**src/rtl/irqagg_pkg.sv**
```systemverilog
package irqagg_pkg;
  localparam int unsigned NREG_DEF = 4;
  localparam int unsigned REGW_DEF = 8;

  function automatic int unsigned idx_width(input int unsigned n);
    return (n > 1) ? $clog2(n) : 1;
  endfunction
endpackage

```
**src/rtl/irq_mask_reg.sv**
```systemverilog
module irq_mask_reg #(
  parameter int unsigned W = 8
) (
  input  logic         clk,
  input  logic         rst_n,
  input  logic         we,
  input  logic [W-1:0] wdata,
  output logic [W-1:0] mask
);
  always_ff @(posedge clk or negedge rst_n) begin
    if (!rst_n)  mask <= '0;
    else if (we) mask <= wdata;
  end


  mask_write_chk: assert property (@(posedge clk) disable iff (!rst_n)
    we |=> mask == $past(wdata));


  mask_hold_chk: assert property (@(posedge clk) disable iff (!rst_n)
    !we |=> $stable(mask));
endmodule

```
**src/rtl/irq_status_reg.sv**
```systemverilog
module irq_status_reg #(
  parameter int unsigned W = 8
) (
  input  logic         clk,
  input  logic         rst_n,
  input  logic [W-1:0] evt,
  input  logic [W-1:0] mask,
  input  logic         clr,
  output logic [W-1:0] stat
);
  logic [W-1:0] gated;

  always_comb gated = evt & mask;

  always_ff @(posedge clk or negedge rst_n) begin
    if (!rst_n)   stat <= '0;
    else if (clr) stat <= gated;
    else          stat <= stat | gated;
  end


  only_enabled_set_chk: assert property (@(posedge clk) disable iff (!rst_n)
    1'b1 |=> ((stat & ~$past(stat) & ~$past(evt & mask)) == '0));


  clear_on_read_chk: assert property (@(posedge clk) disable iff (!rst_n)
    clr |=> ((stat & ~$past(evt & mask)) == '0));


  keep_same_cycle_evt_chk: assert property (@(posedge clk) disable iff (!rst_n)
    clr |=> ((stat & $past(evt & mask)) == $past(evt & mask)));


  sticky_chk: assert property (@(posedge clk) disable iff (!rst_n)
    !clr |=> ((stat & $past(stat)) == $past(stat)));
endmodule

```
**src/rtl/irq_read_port.sv**
```systemverilog
module irq_read_port #(
  parameter int unsigned NREG = 4,
  parameter int unsigned W    = 8,
  parameter int unsigned IW   = 2
) (
  input  logic            clk,
  input  logic            rst_n,
  input  logic            rd_req,
  input  logic [IW-1:0]   rd_idx,
  input  logic [NREG*W-1:0] stat_flat,
  output logic            rd_valid,
  output logic [W-1:0]    rd_data
);
  logic [W-1:0] sel;

  always_comb begin
    sel = '0;
    for (int r = 0; r < NREG; r++) begin
      if (rd_idx == IW'(r)) sel = stat_flat[r*W +: W];
    end
  end

  always_ff @(posedge clk or negedge rst_n) begin
    if (!rst_n) begin
      rd_valid <= 1'b0;
      rd_data  <= '0;
    end else begin
      rd_valid <= rd_req;
      if (rd_req) rd_data <= sel;
    end
  end


  resp_follows_req_chk: assert property (@(posedge clk) disable iff (!rst_n)
    rd_req |=> rd_valid);


  no_spurious_resp_chk: assert property (@(posedge clk) disable iff (!rst_n)
    !rd_req |=> !rd_valid);
endmodule

```
**src/rtl/irq_aggregator.sv**
```systemverilog
module irq_aggregator
  import irqagg_pkg::*;
#(
  parameter int unsigned NREG = NREG_DEF,
  parameter int unsigned W    = REGW_DEF,
  parameter int unsigned IW   = idx_width(NREG)
) (
  input  logic              clk,
  input  logic              rst_n,
  input  logic [NREG*W-1:0] evt_i,
  input  logic              mask_we,
  input  logic [IW-1:0]     mask_idx,
  input  logic [W-1:0]      mask_wdata,
  input  logic              rd_req,
  input  logic [IW-1:0]     rd_idx,
  output logic              rd_valid,
  output logic [W-1:0]      rd_data,
  output logic              irq_n
);
  localparam int unsigned TOTAL = NREG * W;

  logic [TOTAL-1:0] stat_flat;

  for (genvar g = 0; g < NREG; g++) begin : g_reg
    logic [W-1:0] mask_q;
    logic         wr_hit;
    logic         rd_hit;

    always_comb begin
      wr_hit = mask_we && (mask_idx == IW'(g));
      rd_hit = rd_req  && (rd_idx   == IW'(g));
    end

    irq_mask_reg #(.W(W)) u_mask (
      .clk   (clk),
      .rst_n (rst_n),
      .we    (wr_hit),
      .wdata (mask_wdata),
      .mask  (mask_q)
    );

    irq_status_reg #(.W(W)) u_stat (
      .clk   (clk),
      .rst_n (rst_n),
      .evt   (evt_i[g*W +: W]),
      .mask  (mask_q),
      .clr   (rd_hit),
      .stat  (stat_flat[g*W +: W])
    );
  end

  irq_read_port #(.NREG(NREG), .W(W), .IW(IW)) u_rd (
    .clk       (clk),
    .rst_n     (rst_n),
    .rd_req    (rd_req),
    .rd_idx    (rd_idx),
    .stat_flat (stat_flat),
    .rd_valid  (rd_valid),
    .rd_data   (rd_data)
  );

  always_comb irq_n = ~(|stat_flat);


  irq_needs_event_chk: assert property (@(posedge clk) disable iff (!rst_n)
    $fell(irq_n) |-> $past(|evt_i));


  irq_release_needs_read_chk: assert property (@(posedge clk) disable iff (!rst_n)
    $rose(irq_n) |-> $past(rd_req));


  reset_quiet_chk: assert property (@(posedge clk)
    !rst_n |-> (irq_n && !rd_valid));
endmodule

```
**config.mk**
```make
export PLATFORM = sky130hd
export DESIGN_NAME = irq_aggregator
export DESIGN_NICKNAME = d
export VERILOG_FILES = /design/src/rtl/irqagg_pkg.sv /design/src/rtl/irq_mask_reg.sv /design/src/rtl/irq_status_reg.sv /design/src/rtl/irq_read_port.sv /design/src/rtl/irq_aggregator.sv
export SDC_FILE = /design/constraint.sdc
export NUM_CORES = 1
export LEC_CHECK = 0
export BUFFER_PORTS_ARGS = -buffer_cell sky130_fd_sc_hd__buf_2
export CAP_MARGIN = 20
export CORE_MARGIN = 3
export CORE_UTILIZATION = 36
export DETAILED_ROUTE_END_ITERATION = 8
export GPL_ROUTABILITY_DRIVEN = 1
export GPL_TIMING_DRIVEN = 0
export HOLD_SLACK_MARGIN = 0.08
export PLACE_DENSITY = 0.58
export SLEW_MARGIN = 15
export SYNTH_ARGS = -nofsm -noshare
export SYNTH_HDL_FRONTEND = slang
export SYNTH_SLANG_ARGS = --single-unit
```
**constraint.sdc**
```tcl
create_clock -name clk -period 1 [get_ports clk]
set_input_delay 0.2 -clock clk [delete_from_list [all_inputs] [get_ports clk]]
set_output_delay 0.2 -clock clk [all_outputs]
set_load 0.01 [all_outputs]
```
=== After elaboration in Yosys (flattened, before gate mapping) ===
Index checks and enable logic that the tools add are counted.
Widths: inputs -> output; s select.

* Register bits: 73
* Input port bits: 48
* Output and inout bits: 10

* Bitwise gates (word level): 9
* Muxes and demuxes: 8
* Equal/unequal tests: 6
* Reduce and logical (&&, ||, !) cells: 11

{| class="wikitable"
|+ Operators by type and width
! operator !! count
|-
| $mux 8 || 8
|-
| $and 8x8->8 || 4
|-
| $or 8x8->8 || 4
|-
| $reduce_or 32->1 || 1
|-
| $eq 2x2->1 const B || 4
|-
| $logic_and 1x1->1 || 8
|-
| $eq 2x1->1 const B || 2
|-
| $logic_not 2->1 || 2
|-
| $not 1->1 || 1
|}

=== Longest topological paths before layout ===
Gate-level depths: netlist (run 1).

* Depth in word-level cells: 5
* Gate-level depth with buffers: 5

=== By module ===
Synthesis (run 1) repeated with hierarchy kept, for this count alone.

* Cell total of the unflattened synthesis: 263
* Area, all modules: 3210.6 µm²

{| class="wikitable"
|+ By module, submodules not included
! module !! seq. area each (µm²) !! cells an instance !! area each (µm²) !! instances
|-
| irq_mask_reg || 200.2 || 17 || 331.6 || 4
|-
| irq_status_reg || 200.2 || 32 || 300.3 || 4
|-
| irq_read_port || 225.2 || 46 || 550.5 || 1
|-
| irq_aggregator || 0.0 || 21 || 132.6 || 1
|}

=== Least setup slack after synthesis (run 1) ===
OpenSTA, ideal clock, no wires.

* Kind: register to output
* From: register g_reg[3].u_stat.stat[1]
* To: output irq_n
* Path slack: -122 ps
* Arrival time: 922 ps
* Cell stages (with the launch flop): 4
* Cells stage by stage: dfrtp_1 > nor4_1 > nand4_1 > nor2_1

* Longest elaborated chain between the ends: 2

{| class="wikitable"
|+ RTL lines
! element !! line !! text
|-
| from (decl) || irq_status_reg.sv:9 || <nowiki>output logic [W-1:0] stat</nowiki>
|-
| from (signal assigned) || irq_status_reg.sv:17 || <nowiki>else if (clr) stat <= gated;</nowiki>
|-
| from (signal assigned) || irq_status_reg.sv:18 || <nowiki>else stat <= stat | gated;</nowiki>
|-
| $reduce_or 32->1 || irq_aggregator.sv:62 || <nowiki>always_comb irq_n = ~(|stat_flat);</nowiki>
|-
| $not 1->1 || irq_aggregator.sv:62 ||
|-
| to (decl) || irq_aggregator.sv:18 || <nowiki>output logic irq_n</nowiki>
|}

Every way passes these cells.

=== Final worst setup path (run 1) ===
* From: register g_reg[3].u_stat.stat[7]
* To: output irq_n

The elaborated chain is that of the path after synthesis.

==> reports/qor.txt, run 1 <==
Leak Pwr - 1.85 nW
Total vias in the final route - 2154
Cts bufs inserted - 9
Logic pwr share - 18.6%
Layout cell share with drive strength beyond 1 - 50.2%
Avg Cell Area, Syn - 15.0 um2
Post-synth cell types - 19
CP Data Arrival Time - 1.53 ns
Fill cell count - 705
Final Hold Viols - 0
Max Slew Vio Count - 0
Synth warnings - 0
Sequential share of power - 50.4%
Switch share - 26.5%
Routed WL per cell - 18.6 um
Total GRT Usage - 17.1%
Most common cell after layout, fill and taps aside - dfrtp_1
Max FO, Critical Path - 3
Hold WC Path Type - in2reg
Register area share after synthesis - 62.1%
Most frequent cells in the layout - 73 x dfrtp_1, 58 x buf_2, 33 x mux2_2
Final worst-path cycle share - 173%
CTS Sinks - 73
Hold path start - evt_i[14]
Area leader, netlist - dfrtp_1
Total gr overflow - 0
#FFs+latches synth - 73
Largest net degree at the start of global routing - 44
Worst setup margin - -0.726 ns
# IOs - 58
Largest cells by area after synthesis - dfrtp_1 62%, mux2_2 15%, a22o_1 9.5%
CORE AREA - 7850 um2
Via density - 5.24
H-tree Lvls - 3
Max Cap Violations - 0
First DRT Iteration DRCs - 107
R2R Path Start - g_reg[0].u_stat.stat[0]$_DFF_PN0_
Port bufs - 57
Initial antenna violation count - 0
Ant diodes - 0
Area of the multi-input gates - 1210 um2
# rows - 32
DP HPWL - 4920 um
DIE HEIGHT - 96.4 um
Die area - 9290 um2
CTS tree - built
Fmax - 579 MHz
Crit path capture type - output pin
Post-layout min period - 1.73 ns
Total Power - 0.00798 W
Post-DRT Antenna Nets - 0
Hold Slack - 0.0928 ns
Gpl congestion - 0.741
RSZ-0062 raised after global routing - true
Syn nets - 244
Power per Cell Area - 1940 nW/um2
Net switching power - 0.00212 W
CTS Root Buffer Type - clkbuf_8
Area growth from synthesis to layout - 39.9%
Clock share of power - 31.0%
First-pass GRT wire length - 11400 um
CP Class - reg2out
Mapped Cells - 196
Initial Utilization - 37.5%
Setup crit start kind - flop
Final Setup Violations - 10
Failing checks - negative setup slack
Skew-Pair Late Insertion Delay - 0.35 ns
Pin slew with the least headroom to its limit - 0.375 ns
Worst path required time - 0.80 ns
Drt first pass iters - 4
Top-area cell type share of the netlist area - 62.1%
Clock tree buffer depth - 2
CTS clk-pin slew, worst paths - 0.08 ns
Slew HR - 74.8%
Dpl ws - -0.504 ns
Mapped cell area - 2940 um2
Crit. Startpoint - g_reg[3].u_stat.stat[7]$_DFF_PN0_
Aggregate routed wire length - 7660 um
Status - finished, violations left
Setup Skew - 0.00760 ns
Vias in the first global route - 2134
DRC violations left - 0
Peak VDD IR - 0.986 mV
Int Pwr - 0.00586 W
Register area - 1830 um2
Layout net count - 352
Die Width - 96.4 um
[cell type report]
cell class / instances / area share (%)
multi-input cells: 116 / 29.5
well taps: 102 / 3.10
clock buffers: 9 / 3.01
clock inverters: 7 / 2.07
flip-flops and latches: 73 / 44.4
repair buffers: 97 / 16.6
plain buffers: 7 / 1.43
[repair_timing]
item	in CTS	in global routing
pin swaps	3	4
buffers inserted	6	7
hold buffers	26	0
setup endpoints to repair	30	59
endpoints found under the hold margin	55	0
resized for setup	6	14
[cell families (layout without fill, tap and decap cells)]
logic type / Yosys count / in the layout / share of synthesized area, %
and+or+nand+nor: 20 / 20 / 5.23
buffers and inverters: 7 / 120 / 1.70
muxes: 48 / 48 / 18.0
AOI/OAI and AO/OA: 48 / 48 / 12.9
DFF: 73 / 73 / 62.1
[cell usage after synthesis]
master	n
a22o_1	32
buf_4	1
nand2b_1	1
or2_1	1
a31oi_1	8
buf_6	2
dfrtp_1	73
o22ai_1	8
nand3b_2	3
nand4_1	2
mux2_2	40
nor2_1	1
nor3b_4	1
nand3_2	1
buf_2	4
nand3_1	1
nor4_1	8
mux2i_1	8
nand3b_1	1
[sequential cells by signal (all words and copies together), names as in the netlist]
name / count
u_rd.rd_valid: 1
g.u_mask.mask: 32
g.u_stat.stat: 32
u_rd.rd_data: 8
[routing by layer]
metal / wire length (um) / global-route usage (%)
met5: 0 / 0
met4: 56 / 4.21
met3: 512 / 4.42
met2: 3610 / 25.5
met1: 3480 / 25.0
[final timing paths]
kind                                                endpoint  cells after the start  slack (ns)
min reg2reg                g_reg[3].u_stat.stat[6]$_DFF_PN0_                      1        0.50
max in group asynchronous        u_rd.rd_data[7]$_DFFE_PN0P_                      3        0.20
max reg2reg                      u_rd.rd_data[0]$_DFFE_PN0P_                      3        0.02
min in group asynchronous  g_reg[0].u_stat.stat[0]$_DFF_PN0_                      2        0.29
max                                                    irq_n                      4       -0.73
min                        g_reg[1].u_stat.stat[6]$_DFF_PN0_                      2        0.09
[stage by stage]
stage          instances  util (%)  TNS [ns]  instance area (um2)
3_3_place_gp         355      43.3    -75.09                 3390
5_1_grt              411      52.5     -1.90                 4120
3_5_place_dp         356      43.5    -22.52                 3420
2_1_floorplan        196         -     -1.31                 2980
6_report             411      52.5     -1.44                 4120
4_1_cts              404      50.8     -1.63                 3990
[worst max-delay path: stages (launching register included)]
cell and delay [ns]:
dfrtp_1 0.41, nor4_2 0.30, nand4_1 0.17, nor2_2 0.14, buf_2 0.15
[power by group through the flow]
stage	sequential, W	combinational, W	clock (W)
after floorplan	0.00392	0.000770	0
after global placement	0.00402	0.00115	0
after detailed placement	0.00403	0.00120	0
after CTS	0.00399	0.00134	0.00252
after global routing	0.00409	0.00162	0.00262
final	0.00402	0.00148	0.00247
Power figures use the tool's default switching activity.
==> run 2, diff against run 1 <==
Settings changed: CTS_BUF_LIST set to sky130_fd_sc_hd__clkbuf_8, RECOVER_POWER set to 100.
==> run 2 against run 1 <==
Count of clock-buffer cells in the layout unchanged; critical path type unchanged; design area shrank 0.70%; combinational power about the same; the flow still finishes with violations (negative setup slack); die area unchanged; largest cell class unchanged; non-clock buffer count unchanged.
==> reports/qor.txt, run 2 (synthesis gave the netlist of run 1 again) <==
CP max-delay cell - dfrtp_1
Port bufs - 57 (unchanged)
Clock tree buffer depth - 2 (unchanged)
Die area - 9290 um2 (unchanged)
Slew HR - 70.0% (-4.8 points)
Post-DRT Antenna Nets - 0 (unchanged)
First DRT Iteration DRCs - 144 (+35%)
Top delay family on crit path - simple AND/OR/NAND/NOR gates
Total vias in the final route - 2153 (-0.046%)
Final Hold Viols - 0 (unchanged)
Gr busiest metal - met2
Worst path required time - 0.80 ns (about the same)
Max Cap Violations - 0 (unchanged)
Most common cell after layout, fill and taps aside - dfrtp_1
Failing checks - negative setup slack
DIE HEIGHT - 96.4 um (unchanged)
Max FO, Critical Path - 3 (unchanged)
Status - finished, violations left
Layout Utilization - 52.1% (-0.37 points)
DP HPWL - 4920 um (unchanged)
DRC violations left - 0 (unchanged)
Fmax - 578 MHz (-0.18%)
CP endpoint - irq_n
Setup crit start kind - flop
Total GRT Usage - 17.1% (unchanged)
# IOs - 58 (unchanged)
Initial Utilization - 37.5% (unchanged)
Routed WL per cell - 18.7 um (+0.21%)
Setup TNS - -1.45 ns (-0.0155 ns)
Layout cell share with drive strength beyond 1 - 48.9% (-1.3 points)
Leak Pwr - 1.84 nW (-0.98%)
Ant diodes - 0 (unchanged)
Most frequent cells in the layout - 73 x dfrtp_1, 55 x buf_2, 33 x mux2_2
Worst setup margin - -0.729 ns (-0.00309 ns)
Setup Skew - 0.00644 ns (-0.00117 ns)
M3 GR Usage - 4.42% (unchanged)
Power per Cell Area - 1950 nW/um2 (+0.54%)
Die Width - 96.4 um (unchanged)
Crit path capture type - output pin
Final Setup Violations - 12 (+2)
H-tree Lvls - 3 (unchanged)
CTS Sinks - 73 (unchanged)
Crit path cell chain - nor4_2 > nand4_1 > nor2_2 > buf_2
Biggest regs - g.u_mask.mask: 32 flops, g.u_stat.stat: 32 flops, u_rd.rd_data: 8 flops
Initial antenna violation count - 0 (unchanged)
Via density - 5.24 (about the same)
CP bufs+invs - 1 (unchanged)
Max Slew Vio Count - 0 (unchanged)
Hold WC Path Type - in2reg
Cts bufs inserted - 9 (unchanged)
Worst r2r path cells - 3 (unchanged)
Crit-path max cell delay - 0.42 ns (about the same)
Vias in the first global route - 2134 (unchanged)
Total gr overflow - 0 (unchanged)
First-pass GRT wire length - 11400 um (unchanged)
Layout net count - 352 (unchanged)
R2R Path Start - g_reg[0].u_stat.stat[0]$_DFF_PN0_
CP Class - reg2out
GRT met1 Usage - 25.0% (unchanged)
Crit. Startpoint - g_reg[1].u_stat.stat[2]$_DFF_PN0_
Peak VDD IR - 0.982 mV (-0.45%)
Skew-Pair Late Insertion Delay - 0.35 ns (about the same)
RSZ-0062 raised after global routing - true
CORE AREA - 7850 um2 (unchanged)
Drt first pass iters - 4 (unchanged)
GRT met2 Usage - 25.5% (unchanged)
Gpl congestion - 0.741 (unchanged)
CTS clk-pin slew, worst paths - 0.07 ns (about the same)
Post-layout min period - 1.73 ns (+0.00309 ns)
R2R Setup Slk - 0.02 ns (about the same)
Pin slew with the least headroom to its limit - 0.450 ns (+0.0746 ns)
Hold Slack - 0.0939 ns (+0.00116 ns)
CP Data Arrival Time - 1.53 ns (about the same)
Final worst-path cycle share - 173% (+0.31 points)
Area growth from synthesis to layout - 39.0%
Crit. path cell count - 4 (unchanged)
Largest net degree at the start of global routing - 44 (unchanged)
# rows - 32 (unchanged)
Aggregate routed wire length - 7670 um (+0.21%)
CTS Root Buffer Type - clkbuf_8
CTS tree - built
FF-to-FF End - u_rd.rd_data[0]$_DFFE_PN0P_
run 2: cell count changes in the layout (fill, tap and decap cells not counted), sizes merged:
| cell | change |
|---|---|
| buf | -5 |
| clkbuf | +5 |
run 2: area by class of cell:
class,instances,area [um2]
Clock inverter,7,85.1
Tap cell,102,128
Sequential cell,73,1830
Buffer,7,51.3
Multi-Input combinational cell,116,1200
Clock buffer,9,124
Fill cell,709,3760
Timing Repair Buffer,97,672
run 2: stage by stage:
step / power (W) / instance area, um2 / setup WS, ns / instances
6_report: 0.00796 / 4090 / -0.729 / 411
3_5_place_dp: 0.00523 / 3420 / -0.504 / 356
4_1_cts: 0.00786 / 3990 / -0.767 / 404
3_3_place_gp: 0.00517 / 3390 / -0.731 / 355
2_1_floorplan: 0.00469 / 2980 / -0.109 / 196
5_1_grt: 0.00832 / 4090 / -0.798 / 411
run 2: per-layer routing:
metal  routed length [um]  vias up
met5                    0        -
met2                 3640       61
li1                     -      983
met4                   35        0
met3                  476        2
met1                 3520     1107
run 2: worst register-to-register path: stages (launching register included):
cell	delay [ns]
dfrtp_1	0.43
mux2_4	0.30
o22ai_2	0.09
a31oi_1	0.05
run 2: timing repair:
| item | 4_1_cts | 5_1_grt |
|---|---|---|
| resized for setup | 6 | 14 |
| hold buffers | 26 | 0 |
| pin swaps | 3 | 4 |
| setup buffers | 6 | 7 |
| setup endpoints to repair | 30 | 59 |
| endpoints found under the hold margin | 55 | 0 |
run 2: power breakdown:
part	leakage [nW]	switching [W]	internal, W
Sequential	0.813	0.000476	0.00355
Combinational	0.910	0.000550	0.000923
Clock	0.113	0.00109	0.00138
run 2: worst min-delay path by stage:
stage | endpoint | cells past startpoint | slack [ns] | startpoint
4_1_cts | g_reg[1].u_stat.stat[6]$_DFF_PN0_ | 2 | 0.08 | evt_i[14]
3_3_place_gp | u_rd.rd_valid$_DFF_PN0_ | 1 | 0.36 | rd_req
5_1_grt | g_reg[2].u_stat.stat[3]$_DFF_PN0_ | 2 | 0.08 | evt_i[19]
6_report | g_reg[1].u_stat.stat[6]$_DFF_PN0_ | 2 | 0.09 | evt_i[14]
3_5_place_dp | g_reg[0].u_stat.stat[0]$_DFF_PN0_ | 1 | 0.17 | rst_n
2_1_floorplan | g_reg[0].u_mask.mask[0]$_DFFE_PN0P_ | 0 | -0.1 | rst_n
==> run 3, diff against run 2 <==
Settings changed: GPL_TIMING_DRIVEN 0 to 1, SKIP_LAST_GASP set to 1, SLEW_MARGIN 15 to unset.
==> run 3 against run 2 <==
The flow still finishes with violations (negative setup slack); setup slack improved by 0.013 ns; sequential power decreased by 1%; count of clock-buffer cells in the layout grew 3; non-clock buffer count increased by 24; highest routed layer unchanged; via count increased by 4.0%; cell count rose by 5.8%; fmax rose by 0.73%; sequential share of layout area is 1.1 points lower; critical path depth stayed put; clock power fell by 4%; first-iteration DRC count shrank 40%.
==> reports/qor.txt, run 3 (synthesis gave the netlist of run 1 again) <==
Int Pwr - 0.00615 W (+5.2%)
Worst setup margin - -0.716 ns (+0.0126 ns)
Crit-path max cell delay - 0.42 ns (about the same)
# IOs - 58 (unchanged)
R2R Path Start - g_reg[0].u_stat.stat[1]$_DFF_PN0_
CP Data Arrival Time - 1.52 ns (about the same)
Status - finished, violations left
Setup TNS - -2.64 ns (-1.19 ns)
Vias in the first global route - 2279 (+6.8%)
Max Slew Vio Count - 0 (unchanged)
Leak Pwr - 1.96 nW (+7.0%)
CP endpoint - irq_n
Drt first pass iters - 4 (unchanged)
CTS Root Buffer Type - clkbuf_8
Setup crit start kind - flop
Net switching power - 0.00217 W (+2.6%)
Area of the multi-input gates - 1180 um2 (-1.5%)
Crit. path cell count - 4 (unchanged)
Total GRT Usage - 17.5% (+0.39 points)
Port bufs - 57 (unchanged)
Routed WL per cell - 18.5 um (-1.0%)
CTS tree - built
Pin slew with the least headroom to its limit - 0.559 ns (+0.109 ns)
CP bufs+invs - 1 (unchanged)
First-pass GRT wire length - 11900 um (+4.1%)
Total gr overflow - 0 (unchanged)
H-tree Lvls - 3 (unchanged)
Gpl congestion - 0.799 (+7.8%)
Register area - 1830 um2 (unchanged)
Initial Utilization - 37.5% (unchanged)
Most frequent cells in the layout - 73 x dfrtp_1, 52 x buf_2, 51 x buf_4
DP HPWL - 5500 um (+12%)
Sequential share of power - 47.7% (-2.8 points)
Biggest regs - g.u_mask.mask: 32 flops, g.u_stat.stat: 32 flops, u_rd.rd_data: 8 flops
Total Power - 0.00832 W (+4.5%)
Final Setup Violations - 36 (+24)
CTS Sinks - 73 (unchanged)
Crit path cell chain - nor4_4 > nand4_1 > nor2_2 > buf_2
Setup Skew - 0.00644 ns (+0.00000733 ns)
R2R Setup Slk - -0.11 ns (-0.13 ns)
Ant diodes - 0 (unchanged)
Power per Cell Area - 1980 nW/um2 (+1.8%)
Max Cap Violations - 0 (unchanged)
Final Hold Viols - 0 (unchanged)
CORE AREA - 7850 um2 (unchanged)
RSZ-0062 raised after global routing - true
Failing checks - negative setup slack
Fmax - 583 MHz (+0.73%)
Top delay family on crit path - simple AND/OR/NAND/NOR gates
CP Class - reg2out
Final worst-path cycle share - 172% (-1.3 points)
Switch share - 26.1% (-0.48 points)
Logic pwr share - 23.8% (+5.3 points)
CP max-delay cell - dfrtp_1
Layout net count - 376 (+6.8%)
Peak VDD IR - 0.683 mV (-30%)
Cts bufs inserted - 9 (unchanged)
DIE HEIGHT - 96.4 um (unchanged)
Via density - 5.15 (-1.7%)
Worst r2r path cells - 4 (+1)
Fill cell count - 716 (+0.99%)
First DRT Iteration DRCs - 87 (-40%)
DRC violations left - 0 (unchanged)
CTS clk-pin slew, worst paths - 0.08 ns (about the same)
Skew-Pair Late Insertion Delay - 0.33 ns (-0.02 ns)
Clock share of power - 28.4% (-2.6 points)
Initial antenna violation count - 0 (unchanged)
Post-layout min period - 1.72 ns (-0.0126 ns)
Slew HR - 62.7% (-7.3 points)
Layout cell share with drive strength beyond 1 - 58.3% (+9.4 points)
Worst path required time - 0.80 ns (about the same)
Clock tree buffer depth - 2 (unchanged)
Post-DRT Antenna Nets - 0 (unchanged)
Crit. Startpoint - g_reg[3].u_stat.stat[1]$_DFF_PN0_
Aggregate routed wire length - 8040 um (+4.7%)
Die area - 9290 um2 (unchanged)
Hold WC Path Type - in2reg
Crit path capture type - output pin
Max FO, Critical Path - 2 (-1)
Largest net degree at the start of global routing - 74 (+68%)
Die Width - 96.4 um (unchanged)
Area growth from synthesis to layout - 42.6%
FF-to-FF End - u_rd.rd_data[1]$_DFFE_PN0P_
Most common cell after layout, fill and taps aside - dfrtp_1
# rows - 32 (unchanged)
Total vias in the final route - 2239 (+4.0%)
[run 3: power by group through the flow]
stage                     sequential (W)  clock (W)  combinational, W
final                            0.00397    0.00237           0.00198
after global routing             0.00404    0.00253           0.00215
after CTS                        0.00391    0.00241           0.00181
after detailed placement         0.00395          0           0.00170
after global placement           0.00392          0           0.00169
after floorplan                  0.00392          0          0.000770
[run 3: stage by stage]
stage	instance area [um2]	cells	utilization, %	hold slack [ns]	worst slack [ns]
floorplan	2980	196	-	-0.0956	-0.109
global placement	3820	406	48.7	0.262	-0.438
detailed placement	3820	406	48.7	0.264	-0.448
CTS	4110	427	52.3	0.0862	-0.750
global route	4200	435	53.5	0.0837	-0.841
finish	4200	435	53.5	0.0905	-0.716
[run 3: cell type report]
| class | instances | share of cell area (%) |
|---|---|---|
| Clock buffer | 12 | 3.94 |
| Clock inverter | 4 | 1.01 |
| Tap cell | 102 | 3.04 |
| Multi-Input combinational cell | 116 | 28.2 |
| Timing Repair Buffer | 128 | 20.3 |
| Sequential cell | 73 | 43.5 |
[run 3: per-layer routing]
metal,part of all wire (%),global-route usage (%),vias up
li1,-,-,1030
met1,47,24.5,1148
met2,48,28.0,52
met3,3.4,2.56,9
met4,1.4,5.96,0
met5,0,0,-
[run 3: how the worst min path moves through the flow]
| stage | slack (ns) | end | cells past startpoint | start |
|---|---|---|---|---|
| after floorplan | -0.1 | g_reg[0].u_mask.mask[0]$_DFFE_PN0P_ | 0 | rst_n |
| after global routing | 0.08 | g_reg[0].u_stat.stat[1]$_DFF_PN0_ | 2 | evt_i[1] |
| after global placement | 0.26 | g_reg[0].u_mask.mask[0]$_DFFE_PN0P_ | 2 | rst_n |
| final | 0.09 | g_reg[0].u_stat.stat[1]$_DFF_PN0_ | 2 | evt_i[1] |
| after CTS | 0.09 | g_reg[3].u_stat.stat[7]$_DFF_PN0_ | 2 | evt_i[31] |
| after detailed placement | 0.26 | g_reg[0].u_mask.mask[0]$_DFFE_PN0P_ | 2 | rst_n |
[run 3: what timing repair did]
item	CTS	global route
setup endpoints to repair	17	18
pin swaps	2	4
hold buffers	1	0
gates resized for setup	7	22
endpoints found under the hold margin	73	0
buffers inserted	4	12
[run 3: worst register-to-register path: stages, from the launching register on]
cell and delay (ns):
dfrtp_1 0.43, buf_6 0.14, mux2_2 0.27, o22ai_2 0.09
a31oi_1 0.05
